==> src/rtl/fill_pkg.sv <==
// Shared definitions for the memory fill engine: FSM states,
// register offsets and command codes.
package fill_pkg;

    typedef enum logic [1:0] {
        ST_IDLE  = 2'd0,
        ST_FETCH = 2'd1,
        ST_EXEC  = 2'd2,
        ST_DONE  = 2'd3
    } fill_state_e;

    localparam logic [2:0] REG_COL    = 3'd0;
    localparam logic [2:0] REG_ROW    = 3'd1;
    localparam logic [2:0] REG_WIDTH  = 3'd2;
    localparam logic [2:0] REG_HEIGHT = 3'd3;
    localparam logic [2:0] REG_VALUE  = 3'd4;
    localparam logic [2:0] REG_CMD    = 3'd5;

    localparam logic [7:0] CMD_NONE      = 8'h00;
    localparam logic [7:0] CMD_TXT_ALL   = 8'h01;
    localparam logic [7:0] CMD_TXT_RECT  = 8'h02;
    localparam logic [7:0] CMD_GFX_ALL   = 8'h04;
    localparam logic [7:0] CMD_GFX_RECT  = 8'h08;
    localparam logic [7:0] CMD_ABORT     = 8'hFF;

    localparam logic [7:0] BLANK_CHAR    = 8'h20;

endpackage

==> src/rtl/fill_param_regs.sv <==
// Host-facing parameter and command registers.
// Assumes: one register write per strobe; busy comes from the FSM.
// The command register ignores non-abort writes while busy, is
// cleared on completion and by the abort code.
module fill_param_regs
    import fill_pkg::*;
(
    input  logic       clk,
    input  logic       rst_n,
    input  logic       reg_we,
    input  logic [2:0] reg_addr,
    input  logic [7:0] reg_wdata,
    input  logic       busy,
    input  logic       clr_cmd,
    output logic [7:0] col_q,
    output logic [7:0] row_q,
    output logic [7:0] width_q,
    output logic [7:0] height_q,
    output logic [7:0] value_q,
    output logic [7:0] cmd_q,
    output logic       abort
);

    logic cmd_wr;

    // Decode command-register writes and the abort code.
    always_comb begin
        cmd_wr = reg_we && (reg_addr == REG_CMD);
        abort  = cmd_wr && (reg_wdata == CMD_ABORT);
    end

    // Parameter registers: always writable, only sampled at fetch.
    always_ff @(posedge clk) begin
        if (!rst_n) begin
            col_q    <= '0;
            row_q    <= '0;
            width_q  <= '0;
            height_q <= '0;
            value_q  <= '0;
        end else if (reg_we) begin
            case (reg_addr)
                REG_COL:    col_q    <= reg_wdata;
                REG_ROW:    row_q    <= reg_wdata;
                REG_WIDTH:  width_q  <= reg_wdata;
                REG_HEIGHT: height_q <= reg_wdata;
                REG_VALUE:  value_q  <= reg_wdata;
                default:    ;
            endcase
        end
    end

    // Command register: abort and completion clear it, idle writes load it.
    always_ff @(posedge clk) begin
        if (!rst_n) begin
            cmd_q <= CMD_NONE;
        end else if (abort || clr_cmd) begin
            cmd_q <= CMD_NONE;
        end else if (cmd_wr && !busy) begin
            cmd_q <= reg_wdata;
        end
    end

    p_done_clears_cmd_r8: assert property (@(posedge clk) disable iff (!rst_n)
        clr_cmd |=> (cmd_q == CMD_NONE));

    p_abort_clears_cmd_r10: assert property (@(posedge clk) disable iff (!rst_n)
        abort |=> (cmd_q == CMD_NONE));

    p_busy_write_ignored_r11: assert property (@(posedge clk) disable iff (!rst_n)
        (busy && cmd_wr && !abort && !clr_cmd) |=> $stable(cmd_q));

endmodule

==> src/rtl/fill_ctrl.sv <==
// Command sequencer: idle -> fetch -> execute -> done -> idle.
// Assumes: cmd never holds the abort code (the register clears it).
// In fetch it decodes the command into a target, origin, size and
// fill value; zero-sized or unknown work skips execute.
module fill_ctrl
    import fill_pkg::*;
#(
    parameter int TXT_COLS   = 80,
    parameter int TXT_ROWS   = 25,
    parameter int GFX_STRIDE = 80,
    parameter int V_LINES    = 200,
    parameter int DIM_W      = 8
) (
    input  logic             clk,
    input  logic             rst_n,
    input  logic [7:0]       cmd,
    input  logic             abort,
    input  logic [7:0]       col_in,
    input  logic [7:0]       row_in,
    input  logic [7:0]       width_in,
    input  logic [7:0]       height_in,
    input  logic [7:0]       value_in,
    input  logic             last,
    output fill_state_e      state,
    output logic             busy,
    output logic             clr_cmd,
    output logic             load,
    output logic             step,
    output logic             tgt_gfx,
    output logic [DIM_W-1:0] ld_col,
    output logic [DIM_W-1:0] ld_row,
    output logic [DIM_W-1:0] ld_width,
    output logic [DIM_W-1:0] ld_height,
    output logic [7:0]       ld_value
);

    fill_state_e state_nx;
    logic        empty_job;

    // Translate the command code into the work description.
    always_comb begin
        tgt_gfx   = 1'b0;
        ld_col    = '0;
        ld_row    = '0;
        ld_width  = '0;
        ld_height = '0;
        ld_value  = 8'h00;
        case (cmd)
            CMD_TXT_ALL: begin
                ld_width  = DIM_W'(TXT_COLS);
                ld_height = DIM_W'(TXT_ROWS);
                ld_value  = BLANK_CHAR;
            end
            CMD_TXT_RECT: begin
                ld_col    = DIM_W'(col_in);
                ld_row    = DIM_W'(row_in);
                ld_width  = DIM_W'(width_in);
                ld_height = DIM_W'(height_in);
                ld_value  = value_in;
            end
            CMD_GFX_ALL: begin
                tgt_gfx   = 1'b1;
                ld_width  = DIM_W'(GFX_STRIDE);
                ld_height = DIM_W'(V_LINES);
            end
            CMD_GFX_RECT: begin
                tgt_gfx   = 1'b1;
                ld_col    = DIM_W'(col_in);
                ld_row    = DIM_W'(row_in);
                ld_width  = DIM_W'(width_in);
                ld_height = DIM_W'(height_in);
                ld_value  = {5'b0, value_in[2:0]};
            end
            default: ;
        endcase
        empty_job = (ld_width == '0) || (ld_height == '0);
    end

    // Next-state selection; abort overrides every state.
    always_comb begin
        state_nx = state;
        case (state)
            ST_IDLE:  if (cmd != CMD_NONE) state_nx = ST_FETCH;
            ST_FETCH: state_nx = empty_job ? ST_DONE : ST_EXEC;
            ST_EXEC:  if (last) state_nx = ST_DONE;
            ST_DONE:  state_nx = ST_IDLE;
            default:  state_nx = ST_IDLE;
        endcase
        if (abort) state_nx = ST_IDLE;
    end

    // State register.
    always_ff @(posedge clk) begin
        if (!rst_n) state <= ST_IDLE;
        else        state <= state_nx;
    end

    // Control strobes derived from the current state.
    always_comb begin
        busy    = (state != ST_IDLE);
        load    = (state == ST_FETCH) && !abort;
        step    = (state == ST_EXEC) && !abort;
        clr_cmd = (state == ST_DONE);
    end

    p_fetch_exits_r9: assert property (@(posedge clk) disable iff (!rst_n)
        (state == ST_FETCH && !abort) |=> (state == ST_EXEC || state == ST_DONE));

    p_done_to_idle_r8: assert property (@(posedge clk) disable iff (!rst_n)
        (state == ST_DONE && !abort) |=> (state == ST_IDLE));

    p_abort_idle_r10: assert property (@(posedge clk) disable iff (!rst_n)
        abort |=> (state == ST_IDLE));

endmodule

==> src/rtl/fill_addr_gen.sv <==
// Rectangle walker: holds the current row start address and
// column/row counters. Columns advance first; each new row adds the
// target stride. Assumes load only with nonzero width and height
// when execute follows.
module fill_addr_gen #(
    parameter int TXT_COLS   = 80,
    parameter int GFX_STRIDE = 80,
    parameter int DIM_W      = 8,
    parameter int ADDR_W     = 16
) (
    input  logic              clk,
    input  logic              rst_n,
    input  logic              load,
    input  logic              step,
    input  logic              tgt_gfx,
    input  logic [DIM_W-1:0]  ld_col,
    input  logic [DIM_W-1:0]  ld_row,
    input  logic [DIM_W-1:0]  ld_width,
    input  logic [DIM_W-1:0]  ld_height,
    output logic [ADDR_W-1:0] addr,
    output logic              last
);

    logic [ADDR_W-1:0] row_start;
    logic [ADDR_W-1:0] stride_q;
    logic [ADDR_W-1:0] stride_sel;
    logic [DIM_W-1:0]  col_cnt;
    logic [DIM_W-1:0]  row_cnt;
    logic [DIM_W-1:0]  width_q;
    logic [DIM_W-1:0]  height_q;
    logic              row_end;

    // Stride choice and end-of-row / end-of-job detection.
    always_comb begin
        stride_sel = tgt_gfx ? ADDR_W'(GFX_STRIDE) : ADDR_W'(TXT_COLS);
        row_end    = (col_cnt == width_q - DIM_W'(1));
        last       = row_end && (row_cnt == height_q - DIM_W'(1));
        addr       = row_start + ADDR_W'(col_cnt);
    end

    // Counter and row-base registers.
    always_ff @(posedge clk) begin
        if (!rst_n) begin
            row_start <= '0;
            stride_q  <= '0;
            col_cnt   <= '0;
            row_cnt   <= '0;
            width_q   <= '0;
            height_q  <= '0;
        end else if (load) begin
            row_start <= ADDR_W'(ld_row) * stride_sel + ADDR_W'(ld_col);
            stride_q  <= stride_sel;
            col_cnt   <= '0;
            row_cnt   <= '0;
            width_q   <= ld_width;
            height_q  <= ld_height;
        end else if (step) begin
            if (row_end) begin
                col_cnt   <= '0;
                row_cnt   <= row_cnt + DIM_W'(1);
                row_start <= row_start + stride_q;
            end else begin
                col_cnt   <= col_cnt + DIM_W'(1);
            end
        end
    end

    p_col_in_range_r6: assert property (@(posedge clk) disable iff (!rst_n)
        step |-> (col_cnt < width_q && row_cnt < height_q));

endmodule

==> src/rtl/fill_wr_port.sv <==
// Registered write port: latches target and fill value at fetch,
// then drives one write per execute cycle to the selected memory.
// Graphics colour bits expand to full plane bytes.
module fill_wr_port #(
    parameter int ADDR_W = 16
) (
    input  logic              clk,
    input  logic              rst_n,
    input  logic              load,
    input  logic              step,
    input  logic              tgt_gfx,
    input  logic [7:0]        ld_value,
    input  logic [ADDR_W-1:0] addr_in,
    output logic              txt_we,
    output logic              gfx_we,
    output logic [ADDR_W-1:0] wr_addr,
    output logic [7:0]        txt_data,
    output logic [23:0]       gfx_data
);

    logic       tgt_q;
    logic [7:0] value_q;
    logic [23:0] planes;

    // Expand colour bits into per-plane bytes (red, green, blue).
    always_comb begin
        planes = {{8{value_q[2]}}, {8{value_q[1]}}, {8{value_q[0]}}};
    end

    // Latch job target and value at fetch.
    always_ff @(posedge clk) begin
        if (!rst_n) begin
            tgt_q   <= 1'b0;
            value_q <= 8'h00;
        end else if (load) begin
            tgt_q   <= tgt_gfx;
            value_q <= ld_value;
        end
    end

    // Output registers for the memory write port.
    always_ff @(posedge clk) begin
        if (!rst_n) begin
            txt_we   <= 1'b0;
            gfx_we   <= 1'b0;
            wr_addr  <= '0;
            txt_data <= 8'h00;
            gfx_data <= 24'h0;
        end else begin
            txt_we   <= step && !tgt_q;
            gfx_we   <= step && tgt_q;
            wr_addr  <= addr_in;
            txt_data <= value_q;
            gfx_data <= planes;
        end
    end

    p_one_target_r6: assert property (@(posedge clk) disable iff (!rst_n)
        !(txt_we && gfx_we));

endmodule

==> src/rtl/fill_engine.sv <==
// Memory fill engine top: host registers, sequencer, rectangle
// walker and registered write port. Assumes the surrounding
// arbiter gives the engine the memories whenever grant_o is high.
module fill_engine
    import fill_pkg::*;
#(
    parameter int TXT_COLS = 80,
    parameter int TXT_ROWS = 25,
    parameter int H_PIXELS = 640,
    parameter int V_LINES  = 200,
    parameter int ADDR_W   = 16
) (
    input  logic              clk,
    input  logic              rst_n,
    input  logic              reg_we,
    input  logic [2:0]        reg_addr,
    input  logic [7:0]        reg_wdata,
    output logic [7:0]        cmd_o,
    output logic [7:0]        status_o,
    output logic              grant_o,
    output logic              txt_we_o,
    output logic              gfx_we_o,
    output logic [ADDR_W-1:0] wr_addr_o,
    output logic [7:0]        txt_data_o,
    output logic [23:0]       gfx_data_o
);

    localparam int GFX_STRIDE = H_PIXELS / 8;
    localparam int MAX_A      = (TXT_COLS > TXT_ROWS) ? TXT_COLS : TXT_ROWS;
    localparam int MAX_B      = (GFX_STRIDE > V_LINES) ? GFX_STRIDE : V_LINES;
    localparam int MAX_DIM    = (MAX_A > MAX_B) ? MAX_A : MAX_B;
    localparam int DIM_NEED   = $clog2(MAX_DIM + 1);
    localparam int DIM_W      = (DIM_NEED > 8) ? DIM_NEED : 8;

    logic [7:0]        col_q, row_q, width_q, height_q, value_q, cmd_q;
    logic              abort, busy, clr_cmd, load, step, tgt_gfx, last;
    fill_state_e       state;
    logic [DIM_W-1:0]  ld_col, ld_row, ld_width, ld_height;
    logic [7:0]        ld_value;
    logic [ADDR_W-1:0] walk_addr;

    fill_param_regs u_regs (
        .clk       (clk),
        .rst_n     (rst_n),
        .reg_we    (reg_we),
        .reg_addr  (reg_addr),
        .reg_wdata (reg_wdata),
        .busy      (busy),
        .clr_cmd   (clr_cmd),
        .col_q     (col_q),
        .row_q     (row_q),
        .width_q   (width_q),
        .height_q  (height_q),
        .value_q   (value_q),
        .cmd_q     (cmd_q),
        .abort     (abort)
    );

    fill_ctrl #(
        .TXT_COLS   (TXT_COLS),
        .TXT_ROWS   (TXT_ROWS),
        .GFX_STRIDE (GFX_STRIDE),
        .V_LINES    (V_LINES),
        .DIM_W      (DIM_W)
    ) u_ctrl (
        .clk       (clk),
        .rst_n     (rst_n),
        .cmd       (cmd_q),
        .abort     (abort),
        .col_in    (col_q),
        .row_in    (row_q),
        .width_in  (width_q),
        .height_in (height_q),
        .value_in  (value_q),
        .last      (last),
        .state     (state),
        .busy      (busy),
        .clr_cmd   (clr_cmd),
        .load      (load),
        .step      (step),
        .tgt_gfx   (tgt_gfx),
        .ld_col    (ld_col),
        .ld_row    (ld_row),
        .ld_width  (ld_width),
        .ld_height (ld_height),
        .ld_value  (ld_value)
    );

    fill_addr_gen #(
        .TXT_COLS   (TXT_COLS),
        .GFX_STRIDE (GFX_STRIDE),
        .DIM_W      (DIM_W),
        .ADDR_W     (ADDR_W)
    ) u_walk (
        .clk       (clk),
        .rst_n     (rst_n),
        .load      (load),
        .step      (step),
        .tgt_gfx   (tgt_gfx),
        .ld_col    (ld_col),
        .ld_row    (ld_row),
        .ld_width  (ld_width),
        .ld_height (ld_height),
        .addr      (walk_addr),
        .last      (last)
    );

    fill_wr_port #(
        .ADDR_W (ADDR_W)
    ) u_port (
        .clk      (clk),
        .rst_n    (rst_n),
        .load     (load),
        .step     (step),
        .tgt_gfx  (tgt_gfx),
        .ld_value (ld_value),
        .addr_in  (walk_addr),
        .txt_we   (txt_we_o),
        .gfx_we   (gfx_we_o),
        .wr_addr  (wr_addr_o),
        .txt_data (txt_data_o),
        .gfx_data (gfx_data_o)
    );

    // Host-visible status and arbitration outputs.
    always_comb begin
        cmd_o    = cmd_q;
        status_o = {busy, 7'b0};
        grant_o  = busy;
    end

    p_write_under_grant_r7: assert property (@(posedge clk) disable iff (!rst_n)
        (txt_we_o || gfx_we_o) |-> grant_o);

    p_abort_silences_r10: assert property (@(posedge clk) disable iff (!rst_n)
        abort |=> !(txt_we_o || gfx_we_o || grant_o));

    p_idle_no_step_r7: assert property (@(posedge clk) disable iff (!rst_n)
        (state == ST_IDLE) |=> !(txt_we_o || gfx_we_o));

endmodule

==> config.mk <==
export PLATFORM = sky130hd
export DESIGN_NAME = fill_engine
export DESIGN_NICKNAME = d
export VERILOG_FILES = /design/src/rtl/fill_pkg.sv /design/src/rtl/fill_param_regs.sv /design/src/rtl/fill_ctrl.sv /design/src/rtl/fill_addr_gen.sv /design/src/rtl/fill_wr_port.sv /design/src/rtl/fill_engine.sv
export SDC_FILE = /design/constraint.sdc
export NUM_CORES = 1
export LEC_CHECK = 0
export BUFFER_PORTS_ARGS = -buffer_cell sky130_fd_sc_hd__buf_4
export CORE_AREA = 2 2 118 120
export CTS_CLUSTER_DIAMETER = 30
export DETAILED_ROUTE_END_ITERATION = 12
export DIE_AREA = 0 0 120 122
export GPL_TIMING_DRIVEN = 1
export HOLD_SLACK_MARGIN = 0.02
export PLACE_DENSITY = 0.85
export SETUP_SLACK_MARGIN = 0.5
export SYNTH_ARGS = -nofsm -noshare
export SYNTH_HDL_FRONTEND = slang
export SYNTH_SLANG_ARGS = --single-unit
==> constraint.sdc <==
create_clock -name clk -period 3.84 [get_ports clk]
set_input_delay 0.768 -clock clk [delete_from_list [all_inputs] [get_ports clk]]
set_output_delay 0.768 -clock clk [all_outputs]
set_load 0.005 [all_outputs]
# ---- Yosys cells after proc, flatten, opt, wreduce, memory -nomap -nowiden
# Index checks and enable logic that the tools add are counted.
# Widths: inputs -> output; s select.
dict set report classes {
  n_addsub 7
  multipliers 1
  eq_ne 17
  muxes 14
  bitwise_logic 1
  reduce_logical 35
}
# cell n
set op_table {}
lappend op_table {{$mux 16} 3}
lappend op_table {{$pmux 8 s3} 2}
lappend op_table {{$add 16x8->16} 2}
lappend op_table {{$mux 8} 3}
lappend op_table {{$add 16x7->16} 1}
lappend op_table {{$add 8x1->8 const B} 2}
lappend op_table {{$eq 8x8->1} 2}
lappend op_table {{$logic_not 8->1} 2}
lappend op_table {{$pmux 8 s2} 1}
lappend op_table {{$reduce_and 2->1} 8}
lappend op_table {{$sub 8x1->8 const B} 2}
lappend op_table {{$reduce_or 2->1} 6}
lappend op_table {{$mul 8x3->11 const B} 1}
lappend op_table {{$eq 8x1->1 const B} 1}
lappend op_table {{$eq 8x2->1 const B} 1}
lappend op_table {{$eq 8x3->1 const B} 1}
lappend op_table {{$eq 8x4->1 const B} 1}
lappend op_table {{$eq 8x8->1 const B} 1}
lappend op_table {{$logic_and 1x1->1} 8}
lappend op_table {{$pmux 2 s4} 1}
lappend op_table {{$reduce_bool 8->1} 1}
lappend op_table {{$eq 3x2->1 const B} 2}
lappend op_table {{$eq 3x3->1 const B} 2}
lappend op_table {{$reduce_bool 2->1} 3}
lappend op_table {{12 further kinds} 18}
dict set report totals {
  regBits 151
  word_cells 95
}

# ---- Depth between registers and ports, before layout
# Gate-level depths: netlist of run 1.
dict set report depth {
  word_depth 7
  mapped_depth 14
  ltp_nobuf 13
}

# ---- Modules after synthesis
# Synthesis of run 1 repeated with hierarchy kept, for this count alone.
dict set report unflattened {
  cells_unflattened 877
  area_unflattened_um2 7707.4
}
# module n_inst cells_each area_each_um2
set modules_own_cells {}
lappend modules_own_cells {fill_addr_gen 1 454 3744.8}
lappend modules_own_cells {fill_param_regs 1 197 1965.6}
lappend modules_own_cells {fill_wr_port 1 108 1219.9}
lappend modules_own_cells {fill_ctrl 1 109 713.2}
lappend modules_own_cells {fill_engine 1 9 63.8}

# ---- Worst setup path after synthesis of run 1
# Ideal clock, no wire load.
dict set report synth_path {
  path_kind {reg2reg}
  startpoint {register u_regs.cmd_q[4]}
  endpoint {register u_walk.row_start[14]}
  setup_ns 0.086
  t_arrival_ns 3.731
  path_slack_ns 0.023
  path_stages_with_launch 14
  path_buffers 2
  period_less_slack_ns 3.817
  path_cell_list {dfxtp_1 > or3_1 > nor4_2 > clkbuf_1 > clkbuf_1 > and2_1 > ha_1 > ha_1 > a21oi_1 > a21boi_0 > a2111oi_0 > nand2_1 > o221a_2 > a211oi_1}
}
dict set report synth_via {
  elab_chain_cells 6
}
# element line
set synth_lines {}
lappend synth_lines {{from (decl)} fill_param_regs.sv:20} ;# output logic [7:0] cmd_q,
lappend synth_lines {{from (signal assigned)} fill_param_regs.sv:59} ;# cmd_q <= reg_wdata;
lappend synth_lines {{$eq 8x2->1 or $eq 8x4->1 (tied branches)} fill_ctrl.sv:48} ;# case (cmd)
lappend synth_lines {{$reduce_or 2->1 (no line) *} --}
lappend synth_lines {{$mux 8} fill_ctrl.sv:48}
lappend synth_lines {{$mul 8x3->11} fill_addr_gen.sv:51} ;# row_start <= ADDR_W'(ld_row) * stride_sel + ADDR_W'(ld_col);
lappend synth_lines {{$add 16x8->16 *} fill_addr_gen.sv:51}
lappend synth_lines {{$mux 16 *} fill_addr_gen.sv:50} ;# end else if (load) begin
lappend synth_lines {{to (signal assigned)} fill_addr_gen.sv:51}
lappend synth_lines {{to (signal assigned)} fill_addr_gen.sv:61} ;# row_start <= row_start + stride_q;
lappend synth_lines {{to (decl)} fill_addr_gen.sv:24} ;# logic [ADDR_W-1:0] row_start;
# Every way passes the cells marked *; elsewhere a longest branch is shown, timed or not.
# A chain may end at the register's enable or synchronous reset.

# ---- Worst setup path in the final report of run 1
dict set report layout_path {
  startpoint {register u_regs.cmd_q[5]}
  endpoint {register u_walk.row_start[14]}
}
# The elaborated chain is that of the path after synthesis.

==> results of run 1 <==
==> synth_stat cells, types with 7 or more instances <==
master                       n  area, um^2
sky130_fd_sc_hd__a21oi_1    84         420
sky130_fd_sc_hd__buf_4      32         240
sky130_fd_sc_hd__inv_1      15        56.3
sky130_fd_sc_hd__and3_1     12        75.1
sky130_fd_sc_hd__nand2b_1    7        43.8
sky130_fd_sc_hd__nor3_1     17        85.1
sky130_fd_sc_hd__nand4_1    10        62.6
sky130_fd_sc_hd__or2_2       7        43.8
sky130_fd_sc_hd__a31oi_1    10        62.6
sky130_fd_sc_hd__nor2b_1     7        43.8
sky130_fd_sc_hd__nand2_1   132         495
sky130_fd_sc_hd__a211oi_1   10        75.1
sky130_fd_sc_hd__dfxtp_1   134        2680
sky130_fd_sc_hd__xor2_1     32         280
sky130_fd_sc_hd__nand3_1    25         125
sky130_fd_sc_hd__clkbuf_1   28         105
sky130_fd_sc_hd__nor2_1     56         210
sky130_fd_sc_hd__nor4_1      7        43.8
sky130_fd_sc_hd__a22o_1     11        96.3
sky130_fd_sc_hd__xnor2_1    33         289
sky130_fd_sc_hd__o21ai_0    26         130
sky130_fd_sc_hd__ha_1       32         400
sky130_fd_sc_hd__mux2i_1    13         130
sky130_fd_sc_hd__and2_1     20         125
==> worst max-delay path by stage <==
stage / startpoint / to / cells after the start
after floorplan: u_regs.cmd_q[4] / u_walk.row_start[14] / 13
after global routing: u_regs.cmd_q[5] / u_walk.row_start[13] / 11
after CTS: u_regs.cmd_q[4] / u_walk.row_start[14] / 11
after detailed placement: u_regs.cmd_q[4] / u_walk.row_start[14] / 11
after global placement: u_regs.cmd_q[4] / u_walk.row_start[14] / 11
final: u_regs.cmd_q[5] / u_walk.row_start[14] / 10
==> layout make-up <==
type,count,area share (%)
sequential,134,32.7
multi-input combinational,619,48.7
clock buffer,20,5.69
clock inverter,11,1.51
inverter,16,0.732
timing repair buffer,87,7.93
tap,180,2.75
==> cell usage in the layout (no fill, tap or decap), types with 4 or more instances in the layout <==
cell                          n
sky130_fd_sc_hd__dfxtp_1    133
sky130_fd_sc_hd__nand3b_1     5
sky130_fd_sc_hd__nor2b_1      7
sky130_fd_sc_hd__nand4_1     10
sky130_fd_sc_hd__nand2b_1     7
sky130_fd_sc_hd__ha_1        28
sky130_fd_sc_hd__and3_1      11
sky130_fd_sc_hd__nor2_1      54
sky130_fd_sc_hd__o21ai_0     24
sky130_fd_sc_hd__nand2_1    131
sky130_fd_sc_hd__o21bai_1     4
sky130_fd_sc_hd__mux2i_1     13
sky130_fd_sc_hd__ha_4         4
sky130_fd_sc_hd__clkbuf_16   17
sky130_fd_sc_hd__a21o_1       4
sky130_fd_sc_hd__nor3_1      17
sky130_fd_sc_hd__conb_1       7
sky130_fd_sc_hd__and2_1      18
sky130_fd_sc_hd__buf_4       86
sky130_fd_sc_hd__xnor2_1     33
sky130_fd_sc_hd__a21oi_1     83
sky130_fd_sc_hd__a22o_1      11
sky130_fd_sc_hd__nor4_1       7
sky130_fd_sc_hd__or2_2        7
sky130_fd_sc_hd__nand3_1     24
sky130_fd_sc_hd__inv_1       15
sky130_fd_sc_hd__xor2_1      31
sky130_fd_sc_hd__a31oi_1     10
sky130_fd_sc_hd__a211oi_1     7
==> flip-flops by register name, summed over array words and instances, names as in the netlist <==
| register | count |
|---|---|
| u_regs.col_q | 8 |
| u_port.gfx_data | 2 |
| u_port.txt_data | 6 |
| u_walk.width_q | 8 |
| u_walk.col_cnt | 8 |
| u_walk.row_cnt | 8 |
| u_port.value_q | 8 |
| u_port.tgt_q | 1 |
| u_port.gfx_we | 1 |
| u_regs.cmd_q | 8 |
| u_walk.row_start | 16 |
| u_port.wr_addr | 16 |
| u_regs.value_q | 8 |
| u_ctrl.state | 2 |
| u_regs.row_q | 8 |
| u_regs.height_q | 8 |
| u_regs.width_q | 8 |
| u_walk.height_q | 8 |
| u_walk.stride_q | 1 |
| u_port.txt_we | 1 |
==> worst max-delay path, delay by kind of cell (launching register included) <==
| kind | cells | cell delay, ns |
|---|---|---|
| flip-flops | 1 | 0.33 |
| AO/OA/AOI/OAI | 5 | 1.32 |
| adder cells (fa/ha/maj) | 1 | 0.27 |
| AND/OR/NAND/NOR | 4 | 1.33 |
==> cell families after synthesis <==
logic type	Yosys count
buffers and inverters	81
xor gates and xnor gates	65
muxes	13
DFF	134
and+or+nand+nor	324
AOI/OAI and AO/OA	175
other	1
adders and majority gates	35
==> power by group through the flow <==
stage                     Sequential (W)  Clock, W  Combinational (W)
after global routing             0.00167   0.00171           0.000953
final                            0.00165   0.00162           0.000865
after floorplan                  0.00163         0           0.000635
after CTS                        0.00165   0.00164           0.000845
after detailed placement         0.00167         0           0.000835
after global placement           0.00167         0           0.000818
==> per-layer routing <==
metal,wire (um),vias up,global-route usage [%]
li1,-,2919,-
met1,7430,2814,30.1
met2,7900,231,37.5
met3,1230,36,5.71
met4,455,0,10.6
met5,0,-,0
==> repair_timing <==
action,CTS,global route
hold buffers,0,0
setup endpoints to repair,2,2
resized for setup,2,23
pin swaps,1,17
setup buffers,1,5
gates cloned,0,1
==> through the flow <==
stage	std cells	worst slack, ns	utilization [%]	power, W	instance area (um^2)
2_1_floorplan	834	0.524	-	0.00226	7020
3_3_place_gp	1029	0.411	55.1	0.00249	7440
3_5_place_dp	1029	0.356	55.1	0.00251	7440
4_1_cts	1061	0.511	59.6	0.00413	8050
5_1_grt	1067	0.403	60.7	0.00434	8200
6_report	1067	0.508	60.7	0.00414	8200
==> results, run 1 <==
- The run finished with clean final reports.
- The ratio of cells with drive above 1 in the final layout is 18.7%.
- The number of buffer cells added on primary ports is 73.
- The wire length of the first global-routing pass is 27.3 mm.
- The worst setup path is captured at a flip-flop.
- The clock sink count is 134.
- The per-cell via count in the routed design is 5.62.
- The final worst clock skew is 0.00681 ns.
- Summing the areas of all compound-gate instances in the mapped netlist gives 15.6% of the synthesized area.
- The main combinational cell family by area after synthesis is simple AND/OR/NAND/NOR gates.
- The source-to-sink clock delay at the later pin of the worst-skew pair is 0.43 ns.
- The synthesized netlist contains 61 unique library cells.
- The final critical path takes up slightly below 90% of the cycle.
- The smallest hold slack is 0.448 ns.
- Summed over all nets, the switching power comes to 0.00125 W.
- The global-route usage over all layers is 23.5%.
- Dividing total power by cell area gives a power density of 505 mW/mm^2.
- The number of global-route vias before repair is 5,583.
- In this run the vertical extent of the chip is 122 um.
- The post-route DRC violation count is 0.
- Clock tree synthesis inserted a total of 17 buffers.
- Summing the areas of all fa, ha and maj instances in the mapped netlist gives under 10% of the synthesized area.
- Across the whole layout, storage elements account for 0.00268 mm^2.
- Setup repair after global routing left no endpoint under its margin.
- The number of antenna violations at the first check in global routing is 0.
- The pre-antenna-repair detailed-routing pass consisted of 5 iterations.
- The number of I/O pins is 81.
- The worst-margin pin slew is 0.948 ns.
- The CTS tree is done.
- CTS built an H-tree with a depth of 4.
- The kind of critical path is reg -> reg.
- The share of total power in combinational logic is a little over a fifth.
- The hold violation count in the final report is 0.
- The share of total power dissipated in the clock network is 39.2%.
- The total negative slack is 0 ns.
- The maximum number of pins on one net before global-route repair is 36.
- The data arrival time of the critical path is between 3 and 4 ns.
- The share of synthesized area spent on multiplexers is 1.88%.
- The largest stage delay on the critical path is a little under 0.6 ns.
- The internal power contribution is 0.00289 W.
- The area enclosed by the die boundary is 0.0146 mm^2.
- The detail route stage leaves a number of antenna-violating nets equal to 0.
- Row generation in the floorplan step produced 43 rows.
- The number of enable flip-flop cells after synthesis is 0.
- The kind of launch point of the worst setup path is a flip-flop.
- The worst reg2reg path endpoint is u_walk.row_start[14].
- The fraction of the yosys area taken by sequential cells is 38.8%.
- The worst-path maximum fanout is 7.
- Of the total synthesized cell area, the portion taken by XOR and XNOR cells is a little over 8%.
- The buffer depth of the longest clock path is 2.
- The minimum period implied by the final worst setup slack is 3.33 ns.
- The layout overhead on the synthesized area is 18.5%.
- For hold timing, the worst endpoint is u_port.value_q[7].
- Across the VDD grid, the largest voltage drop is 0.352 mV.
- The number of DRC markers after the initial detailed-route iteration is ~540.
- The max-slew violation total from the final report was 0.
- After clock tree synthesis, the clock-pin slew on the worst setup and hold paths is 0.06 ns.
- The worst slew margin relative to its limit is 36.3%.
- The switching part of the total power is 30.2%.
- The slowest stage of the critical path belongs to the cell sky130_fd_sc_hd__or4_4.
- The number of diodes added for antenna fixing is 0.
- The total overflow left after global routing is 0.
- The number of cells on the worst reg-to-reg path is 10.
- Summed over all cells, the static leakage comes to 3.35 nW.
- The via total after detailed routing is roughly 6.0k.
- The setup check on the worst reg-to-reg path leaves a slack of 0.51 ns.
- Per report_power, the sequential group accounts for 39.9% of the total.
- After detailed routing, the average wire length per cell comes to about 16 um.
- The most used flip-flop cell after synthesis is sky130_fd_sc_hd__dfxtp_1.
- The overall routed net length is 17.0 mm.
- The core box area is between 0.01 and 0.015 mm^2.
- In this run the critical register-to-register path is launched from u_regs.cmd_q[5].
- The hold path depth is 2.
- Setup violations remaining at the end of the flow were counted as 0.
- Counting every instance in the synthesized netlist gives 828.
- For this run, the post-layout net count is approximately 920.
- In this run the clock root is driven by a sky130_fd_sc_hd__clkbuf_16.
- The Yosys step of the flow raised 0 warnings.
- The worst hold path begins at u_port.value_q[7].
- The detailed-placement wirelength estimate is 11.4 mm.
- The class of the most critical hold timing path is reg -> reg.
- The layout filler cell count is 1,131.
- The die outline width is 120 um.
- After synthesis the cells add up to 0.00692 mm^2.
- Of the total synthesized cell area, the portion taken by AND, OR, NAND and NOR gates is 22.7%.
- The fraction of registers with async set or reset after synthesis is 0%.
- The mean instance size in the synthesized netlist is 8.36 um^2.
- Traced cell by cell, the critical path runs through or3_4 -> or4_4 -> nor2_4 -> ha_1 -> a211oi_4 -> o211ai_1 -> a2111oi_4 -> nand2_1 -> o221a_2 -> a211oi_2.
- The number of violations of the max-capacitance limit is 0.
- The routability-driven placement congestion ratio is about 0.86.
- The area used by multi-input combinational logic is about 0.004 mm^2.
- After synthesis the netlist holds a flip-flop and latch count of 134.
- Once the floorplan was initialized, standard cells occupied 51.2% of the core.
- Based on the critical path, the design can be clocked at up to 300 MHz.
- STA puts the critical path data required time at 4.19 ns.
No activity file was read; power rests on OpenSTA's default activity.
==> run 2, diff against run 1 <==
==> constraint.sdc (replaced) <==
create_clock -name clk -period 3.84 [get_ports clk]
set_input_delay 0.768 -clock clk [delete_from_list [all_inputs] [get_ports clk]]
set_output_delay 0.768 -clock clk [all_outputs]
set_load 0.1 [all_outputs]
==> run 2 against run 1 <==
Critical path depth increased by 2. Sequential cell count is the same. Combinational power increased by 36%. Critical path type unchanged. Cell count down 0.19%. Critical endpoint is now u_walk.row_start[12]. Total power up 8.3%. Worst hold slack worse by 0.0010 ns. Global-route usage down 0.18 points. Highest routed layer unchanged. Core utilization grew 0.22 points. Cell area up 0.37%.
==> results, run 2 (synthesis results as in run 1) <==
- The wire length of the first global-routing pass is 27.2 mm.
- STA puts the critical path data required time at 4.12 ns.
- The placement row count is 43.
- The data arrival time of the critical path is 3.56 ns.
- The flow ran to the end, and the final reports show no timing, DRC or antenna violations.
- The critical path crosses 12 cells after its start point.
- The max-slew violation total from the final report came to 0.
- The total leakage power is around 3.4 nW.
- The internal reg-to-reg setup slack is 0.56 ns.
- The total buffers and inverters traversed by the critical path is 1.
- Once detail routing completed, the nets flagged for antenna violations numbered 0.
- Detailed placement finished with a half-perimeter wire length of 11.5 mm.
- Clock skew on the completed layout was measured at 0.00755 ns.
- For the worst-skew pair, the clock arrives at the later sink with an insertion delay of 0.42 ns.
- For met3 alone, demand over resource in global routing was 4.87%.
- The critical path goes through or3_4 -> or4_4 -> nor2_4 -> ha_4 -> fa_2 -> xor2_4 -> o211ai_1 -> a2111oi_4 -> nand2_1 -> buf_4 -> xor2_1 -> o22ai_1.
- Counting the buffers created by CTS gives 17.
- The global-route usage over all layers is between 20% and 30%.
- For this design, the slowest cell found on the critical path is sky130_fd_sc_hd__or4_4.
- The worst-margin pin slew is 0.935 ns.
- The H-tree was split into 4 levels.
- The starting utilization of the core area is 51.2%.
- In the routed design, unresolved DRC markers number 0.
- In this run the vertical extent of the chip is 122 um.
- The number of standard cells in the layout, taps in and fillers out is 1,065.
- The largest single stage delay on the critical path is between 0.5 and 0.6 ns.
- The final layout contains routed wiring with a total length of 16.7 mm.
- The tree is rooted in a sky130_fd_sc_hd__clkbuf_16.
- During placement, the flow inserted port buffers numbering 73.
- The worst slew margin relative to its limit is 37.2%.
- The die outline width is 120 um.
- The library cells used most frequently in the layout, excluding fill and tap cells, are sky130_fd_sc_hd__nand2_1, sky130_fd_sc_hd__dfxtp_1, sky130_fd_sc_hd__buf_4.
- The clock sink count is 134.
- The total negative slack is 0 ns.
- Before antenna repair, the detailed router went through 5 iterations.
- Setup repair after global routing left no endpoint under its margin.
- The number of I/O pins is 81.
- The layer with the highest usage after global routing is met2.
- The die covers 0.0146 mm^2.
- The per-cell via count in the routed design is roughly 5.6.
- The hold violation count in the final report is 0.
- The commonest non-fill, non-tap cell in the layout is sky130_fd_sc_hd__nand2_1.
- The number of antenna violations at the first check in global routing is 0.
- The number of cells after detailed placement is 1,030.
- The largest registers in the layout are u_port.wr_addr x16, u_walk.row_start x16.
- The core box area is approximately 0.014 mm^2.
- Global routing consumed, on the met1 layer, 30.2% of the routing resources.
- VDD sags by at most 0.408 mV.
- The number of global-route vias before repair is 5,580.
- The maximum clock frequency is between 300 and 400 MHz.
- The routability-driven placement congestion ratio is between 0.8 and 0.9.
- Setup slack on the critical path of the routed design comes to 0.558 ns.
- Setup violations remaining at the end of the flow were counted as 0.
- The clock passes through at most 2 buffers.
- The areal power density over the cells is 545 mW/mm^2.
- STA classifies the critical path endpoint as a flip-flop.
- After detailed routing, the average wire length per cell comes to between 15 and 20 um.
- TritonCTS built the clock tree.
- Counting the fill cells in the layout gives 1,131.
- Entering global routing, the biggest net connects 45 pins.
- The clock-pin transition on the worst setup and hold timing paths is ~0.06 ns.
- The class of the most critical hold timing path is reg -> reg.
- The met2 usage is a little under two fifths.
- After the last flow step, the layout net total stands at 921.
- The via total after detailed routing is 5,941.
- The worst register-to-register path has a depth of 12.
- The hold path depth is 2.
- Max-cap violations in this run came to 0.
- The number of DRC markers after the initial detailed-route iteration is 513.
- The number of hold buffers added after CTS was 0.
- The repair_antennas step left the layout with diodes totalling 0.
- In the final layout, the share of cells above drive strength 1 is approximately a fifth.
- The total overflow reported by the global router is 0.
- The final clock period utilization by the worst path is 85.5%.
- The critical path is of the reg -> reg type.
- Subtracting the final worst setup slack from the clock period gives approximately 3.3 ns.
- On the critical path the largest part of the delay comes from simple AND/OR/NAND/NOR gates.
- The kind of launch point of the worst setup path is a flip-flop.
- From synthesis to final layout, the design area changed by 19.0%.
- Along the worst path, the maximum fanout reaches 6.
- The post-placement setup slack is 0.384 ns.
## run 2: path summary, 6_finish.rpt
path / from / end
worst max-delay path: u_regs.cmd_q[6] / u_walk.row_start[12]
worst min-delay path: u_port.value_q[3] / u_port.value_q[3]
worst max register to register: u_regs.cmd_q[6] / u_walk.row_start[12]
worst min register to register: u_port.value_q[3] / u_port.value_q[3]
## run 2: stage by stage
stage | utilization (%) | cell area (um^2) | hold WS (ns) | power, W
after floorplan | - | 7090 | 0.414 | 0.00258
after global placement | 55.8 | 7530 | 0.435 | 0.00281
after detailed placement | 55.8 | 7530 | 0.441 | 0.00283
after CTS | 60.6 | 8180 | 0.447 | 0.00449
after global routing | 60.9 | 8230 | 0.479 | 0.00467
final | 60.9 | 8230 | 0.447 | 0.00448
## run 2: layout make-up
class	instances	area, um^2	share of cell area (%)
well taps	180	225	2.74
repair buffers	85	638	7.75
clock buffers	19	454	5.52
inverters	16	60.1	0.730
multi-input cells	619	3990	48.4
flip-flops and latches	134	2710	33.0
clock inverters	12	153	1.85
## run 2: worst min-delay path, cell delays in order, from the launching register on
cell and delay (ns):
sky130_fd_sc_hd__dfxtp_1 0.30, sky130_fd_sc_hd__nand2_1 0.05, sky130_fd_sc_hd__a21oi_1 0.05
## run 2: what timing repair did
action / CTS / global route
buffers inserted: 2 / 2
endpoints found under the setup margin: 3 / 4
pin swaps: 2 / 6
gates resized for setup: 3 / 7
## run 2: power by group
group          switching (W)  total (W)  internal (W)
Combinational       0.000801    0.00118      0.000378
Clock               0.000598    0.00165       0.00105
Sequential          0.000139    0.00165       0.00151
Total                0.00154    0.00448       0.00294
## run 2: per-layer routing
metal,up-vias,part of all wire (%)
li1,2916,-
met1,2779,45
met2,220,47
met3,26,6.3
met4,0,2.1
met5,-,0
